===== src/rtl/bcs_pkg.sv =====
package bcs_pkg;
  typedef enum logic [2:0] {
    ST_IDLE    = 3'd0,
    ST_PRE_LOW = 3'd1,
    ST_HIGH    = 3'd2,
    ST_LOW     = 3'd3,
    ST_RELEASE = 3'd4,
    ST_DONE    = 3'd5
  } bcs_state_e;
endpackage


===== src/rtl/bcs_sync.sv =====
module bcs_sync #(
  parameter int  STAGES    = 2,
  parameter bit  RESET_VAL = 1'b1
) (
  input  logic clk,
  input  logic rst_n,
  input  logic d_i,
  output logic q_o
);
  logic [STAGES-1:0] stage_q;

  generate
    for (genvar g = 0; g < STAGES; g++) begin : g_stage
      if (g == 0) begin : g_first
        always_ff @(posedge clk or negedge rst_n) begin
          if (!rst_n) stage_q[0] <= RESET_VAL;
          else        stage_q[0] <= d_i;
        end
      end else begin : g_next
        always_ff @(posedge clk or negedge rst_n) begin
          if (!rst_n) stage_q[g] <= RESET_VAL;
          else        stage_q[g] <= stage_q[g-1];
        end
      end
    end
  endgenerate

  assign q_o = stage_q[STAGES-1];
endmodule


===== src/rtl/bcs_dwell_timer.sv =====
module bcs_dwell_timer #(
  parameter int DWELL_CYCLES = 100000
) (
  input  logic clk,
  input  logic rst_n,
  input  logic restart_i,
  output logic expired_o
);
  localparam int CW = (DWELL_CYCLES > 1) ? $clog2(DWELL_CYCLES) : 1;
  localparam logic [CW-1:0] LAST = CW'(DWELL_CYCLES - 1);

  logic [CW-1:0] cnt_q;

  always_ff @(posedge clk or negedge rst_n) begin
    if (!rst_n)             cnt_q <= '0;
    else if (restart_i)     cnt_q <= '0;
    else if (cnt_q != LAST) cnt_q <= cnt_q + 1'b1;
  end

  assign expired_o = (cnt_q == LAST);
endmodule


===== src/rtl/bcs_pulse_count.sv =====
module bcs_pulse_count #(
  parameter int MAX_PULSES = 10
) (
  input  logic clk,
  input  logic rst_n,
  input  logic clear_i,
  input  logic inc_i,
  output logic limit_o
);
  localparam int PW = $clog2(MAX_PULSES + 1);
  localparam logic [PW-1:0] LIMIT = PW'(MAX_PULSES);

  logic [PW-1:0] count_q;

  always_ff @(posedge clk or negedge rst_n) begin
    if (!rst_n)                        count_q <= '0;
    else if (clear_i)                  count_q <= '0;
    else if (inc_i && count_q != LIMIT) count_q <= count_q + 1'b1;
  end

  assign limit_o = (count_q == LIMIT);
endmodule


===== src/rtl/bus_clear_seq.sv =====
module bus_clear_seq
  import bcs_pkg::*;
#(
  parameter int DWELL_CYCLES = 100000,
  parameter int MAX_PULSES   = 10,
  parameter int SYNC_STAGES  = 2
) (
  input  logic clk,
  input  logic rst_n,
  input  logic start_i,
  input  logic bus_busy_i,
  input  logic sda_i,
  output logic scl_pull_low_o,
  output logic pin_owner_o,
  output logic done_o,
  output logic stuck_o
);
  bcs_state_e state_q, state_d;
  logic sda_s;
  logic expired;
  logic at_limit;
  logic accept;
  logic in_low;
  logic stuck_pend_q;
  logic stuck_q;
  logic owner_q, scl_low_q, done_q;

  // SDA crosses into the clock domain before any decision uses it.
  bcs_sync #(.STAGES(SYNC_STAGES), .RESET_VAL(1'b1)) u_sync (
    .clk   (clk),
    .rst_n (rst_n),
    .d_i   (sda_i),
    .q_o   (sda_s)
  );

  // Phase timer restarts on every state change.
  bcs_dwell_timer #(.DWELL_CYCLES(DWELL_CYCLES)) u_timer (
    .clk       (clk),
    .rst_n     (rst_n),
    .restart_i (state_q != state_d),
    .expired_o (expired)
  );

  assign in_low = (state_q == ST_PRE_LOW) || (state_q == ST_LOW);

  bcs_pulse_count #(.MAX_PULSES(MAX_PULSES)) u_pulses (
    .clk     (clk),
    .rst_n   (rst_n),
    .clear_i (accept),
    .inc_i   (in_low && (state_d == ST_HIGH)),
    .limit_o (at_limit)
  );

  always_comb begin
    state_d = state_q;
    accept  = 1'b0;
    unique case (state_q)
      ST_IDLE: begin
        if (start_i) begin
          if (bus_busy_i || !sda_s) begin
            state_d = ST_PRE_LOW;
            accept  = 1'b1;
          end else begin
            state_d = ST_DONE;
          end
        end
      end
      ST_PRE_LOW, ST_LOW: begin
        if (expired) begin
          if (sda_s || at_limit) state_d = ST_RELEASE;
          else                   state_d = ST_HIGH;
        end
      end
      ST_HIGH:    if (expired) state_d = ST_LOW;
      ST_RELEASE: if (expired) state_d = ST_DONE;
      ST_DONE:    state_d = ST_IDLE;
      default:    state_d = ST_IDLE;
    endcase
  end

  always_ff @(posedge clk or negedge rst_n) begin
    if (!rst_n) state_q <= ST_IDLE;
    else        state_q <= state_d;
  end

  // Level seen at each low-phase sample; the last one decides the status.
  always_ff @(posedge clk or negedge rst_n) begin
    if (!rst_n)                stuck_pend_q <= 1'b0;
    else if (in_low && expired) stuck_pend_q <= !sda_s;
  end

  always_ff @(posedge clk or negedge rst_n) begin
    if (!rst_n)
      stuck_q <= 1'b0;
    else if (state_d == ST_DONE)
      stuck_q <= (state_q == ST_RELEASE) && stuck_pend_q;
  end

  // Registered outputs decoded from the next state.
  always_ff @(posedge clk or negedge rst_n) begin
    if (!rst_n) begin
      owner_q   <= 1'b0;
      scl_low_q <= 1'b0;
      done_q    <= 1'b0;
    end else begin
      owner_q   <= (state_d == ST_PRE_LOW) || (state_d == ST_HIGH) ||
                   (state_d == ST_LOW)     || (state_d == ST_RELEASE);
      scl_low_q <= (state_d == ST_PRE_LOW) || (state_d == ST_LOW);
      done_q    <= (state_d == ST_DONE);
    end
  end

  assign pin_owner_o    = owner_q;
  assign scl_pull_low_o = scl_low_q;
  assign done_o         = done_q;
  assign stuck_o        = stuck_q;
endmodule


===== config.mk =====
export PLATFORM = sky130hd
export DESIGN_NAME = bus_clear_seq
export DESIGN_NICKNAME = d
export VERILOG_FILES = /design/src/rtl/bcs_pkg.sv /design/src/rtl/bcs_sync.sv /design/src/rtl/bcs_dwell_timer.sv /design/src/rtl/bcs_pulse_count.sv /design/src/rtl/bus_clear_seq.sv
export SDC_FILE = /design/constraint.sdc
export NUM_CORES = 1
export LEC_CHECK = 0
export BUFFER_PORTS_ARGS = -buffer_cell sky130_fd_sc_hd__buf_2
export CAP_MARGIN = 20
export CORE_MARGIN = 10
export CORE_UTILIZATION = 50
export CTS_BUF_LIST = sky130_fd_sc_hd__clkbuf_4
export DETAILED_ROUTE_END_ITERATION = 8
export HOLD_SLACK_MARGIN = 0.02
export PLACE_DENSITY = 0.69
export SETUP_SLACK_MARGIN = 0.4
export SYNTH_ARGS = -nofsm -noshare
export SYNTH_HDL_FRONTEND = slang
export SYNTH_SLANG_ARGS = --single-unit

===== constraint.sdc =====
create_clock -name clk -period 4 [get_ports clk]
set_clock_uncertainty 0.2 [all_clocks]
set_input_delay 0.8 -clock clk [delete_from_list [all_inputs] [get_ports clk]]
set_output_delay 0.8 -clock clk [all_outputs]
set_load 0.01 [all_outputs]

==> flow_metrics.env <==
export IMPL_cts_setup_buffers=0
export IMPL_crit_arrival_ps=2750
export IMPL_gp_congestion=0.783
export IMPL_ios=9
export IMPL_period_share=0.672
export IMPL_layout_nets=185
export IMPL_clk_latency_ps=320
export IMPL_cap_viol_max_count=0
export IMPL_most_common_layout_cells="nor2_1, dfrtp_1, nand2_1"
export IMPL_start_kind="flop"
export IMPL_slew_violations=0
export IMPL_maxSlewHeadroom=0.438
export IMPL_netlist_area_um2=1610
export IMPL_synthCells=165
export IMPL_clkSinkCount=31
export IMPL_antenna_left=0
export IMPL_vias=1167
export IMPL_fmaxAchievable_ghz=0.372
export IMPL_total_power_mw=0.767
export IMPL_synth_edf_count=0
export IMPL_fin_setup_tns_ps=0
export IMPL_max_stage_delay_ps=560
export IMPL_grt_use_total=0.0981
export IMPL_cts_buffer_depth=2
export IMPL_synth_ff_type="dfrtp_1"
export IMPL_start_util=0.524
export IMPL_grt_pass1_wl_um=4860
export IMPL_wl_per_cell_um=12.8
export IMPL_drc=0
export IMPL_ys_warnings_count=0
export IMPL_cts_buffers=5
export IMPL_grt_max_degree=32
export IMPL_dp_cells=214
export IMPL_dr_pass1_iters=4
export IMPL_routed_wl_um=2840
export IMPL_synth_distinct_cells=39
export IMPL_cp_cell_sequence="or4b_4 > nor4_4 > buf_4 > nand3_2 > or4_1 > nand2_1"
export IMPL_cts_htree_levels=2
export IMPL_port_buffers=8
export IMPL_finalSetupViolations=0
export IMPL_first_iter_violations=80
export IMPL_cts_resized=0
export IMPL_hold_class="reg -> reg"
export IMPL_hold_buffers=0
export IMPL_slowest_stage="or4b_4"
export IMPL_p_leak_nw=0.751
export IMPL_syn_area_per_cell_um2=9.78
export IMPL_dp_hpwl_um=2050
export IMPL_fill_cells=274
export IMPL_period_needed_ps=2690
export IMPL_crit_path_end_kind="flop"
export IMPL_post_route_cells_drive_above_1_share=0.180
export IMPL_clkTransAtPathRegs_ps=90
export IMPL_n_antenna_cell=0
export IMPL_ys_ff_latch=31
export IMPL_ys_seq_area_frac=0.482
export IMPL_area_growth_pct=8.06
export IMPL_run_status="completed"
export IMPL_die_x_um=76.8
export IMPL_hold_viol=0
export IMPL_rsz0062_at_grt="no"
export IMPL_via_per_inst=5.26
export IMPL_final_cells=222
export IMPL_rows=20
export IMPL_crit_buf_inv=1
export IMPL_final_common_cell="nor2_1"
export IMPL_dieArea_um2=5900
export IMPL_chipHeight_um=76.8
export IMPL_vdd_drop_max_mv=0.236
export IMPL_antenna_found_initial=0
export IMPL_powerDensity_nw_per_um2=440
export IMPL_grt_pass1_vias=1086
export IMPL_synth_fp_nets=173
export IMPL_crit_path_max_fanout=8
export IMPL_ys_async_sr_fraction=1.00
export IMPL_root_buffer="clkbuf_4"
export IMPL_worstSetupPathType="reg -> reg"
export IMPL_critPathTopFamily="simple AND/OR/NAND/NOR gates"
export IMPL_overflow=0
export IMPL_cts_tree="done"
export IMPL_coreArea_um2=3080
export IMPL_worst_pin_slew_ps=836
export IMPL_cp_required_ps=4070
[layer usage]
layer | wire length (µm) | up-vias | global-route usage | share of wire
li1 | - | 583 | - | -
met1 | 1390 | 560 | 0.121 | 0.49
met2 | 1290 | 18 | 0.153 | 0.46
met3 | 119 | 6 | 0.0338 | 0.042
met4 | 37 | 0 | 0.0390 | 0.013
met5 | 0 | - | 0 | 0
[registers in the layout, indices dropped and copies added, names as in the netlist]
name              cells
pin_owner_o           1
u_sync.stage_q        1
u_sync.q_o            1
state_q               3
scl_pull_low_o        1
u_timer.cnt_q        17
stuck_o               1
done_o                1
stuck_pend_q          1
u_pulses.count_q      4
[cells by family after synthesis]
family,count (synthesis),synth area share
DFF,31,0.482
AOI/OAI and AO/OA,15,0.0589
muxes,3,0.0194
and+or+nand+nor,88,0.302
xor gates and xnor gates,16,0.0868
buffers and inverters,9,0.0271
adders and majority gates,3,0.0233
[worst register-to-register path, stage by stage, from the launching register on]
cell,delay [ps]
dfrtp_1,430
or4b_4,560
nor4_4,490
buf_4,250
nand3_2,130
or4_1,500
nand2_1,80
[final cells by class]
cell class	instances	area, µm²	share of cell area
inverter	5	18.8	0.0108
clock buffer	6	45.0	0.0258
tap	44	55.1	0.0316
multi-input combinational	125	792	0.454
timing repair buffer	9	47.5	0.0273
clock inverter	2	7.51	0.00430
sequential	31	778	0.446
[synthesized netlist by cell type, types with 3 or more instances]
cell type,count,area share
a21oi_1,4,0.012
dfrtp_1,29,0.45
ha_1,3,0.023
inv_1,5,0.012
nand2_1,13,0.030
nand2b_1,4,0.016
nand3_1,6,0.019
nand4_1,4,0.016
nor2_1,32,0.074
nor2b_1,5,0.019
nor3_1,6,0.019
o21ai_0,4,0.012
xnor2_1,12,0.065
xor2_1,4,0.022
[metrics by stage]
step           hold slack, ps  utilization  setup WS (ps)  cell area, µm²
6_report                  156        0.567           1310            1740
3_5_place_dp              152        0.550           1330            1690
4_1_cts                   157        0.567           1320            1740
2_1_floorplan             145            -           1730            1610
3_3_place_gp              146        0.550           1370            1690
5_1_grt                   158        0.567           1140            1740
[path summary, 6_finish.rpt]
| check | startpoint | cells past startpoint | endpoint | slack (ps) |
|---|---|---|---|---|
| worst min register to register | u_sync.stage_q[0]$_DFF_PN1_ | 0 | u_sync.q_o$_DFF_PN1_ | 160 |
| worst min-delay path | u_sync.stage_q[0]$_DFF_PN1_ | 0 | u_sync.q_o$_DFF_PN1_ | 160 |
| worst max register to register | u_timer.cnt_q[14]$_DFFE_PN0P_ | 6 | u_pulses.count_q[3]$_DFFE_PN0P_ | 1310 |
| worst max-delay path | u_timer.cnt_q[14]$_DFFE_PN0P_ | 6 | u_pulses.count_q[3]$_DFFE_PN0P_ | 1310 |
| min in group asynchronous | rst_n | 1 | u_timer.cnt_q[11]$_DFFE_PN0P_ | 310 |
| max in group asynchronous | rst_n | 1 | u_timer.cnt_q[3]$_DFFE_PN0P_ | 2850 |
[report_power, final]
part	switching, mW	internal (mW)
sequential	0.0486	0.363
combinational	0.108	0.0759
clock	0.100	0.0718
total	0.256	0.510
No activity file was read; power rests on OpenSTA's default activity.
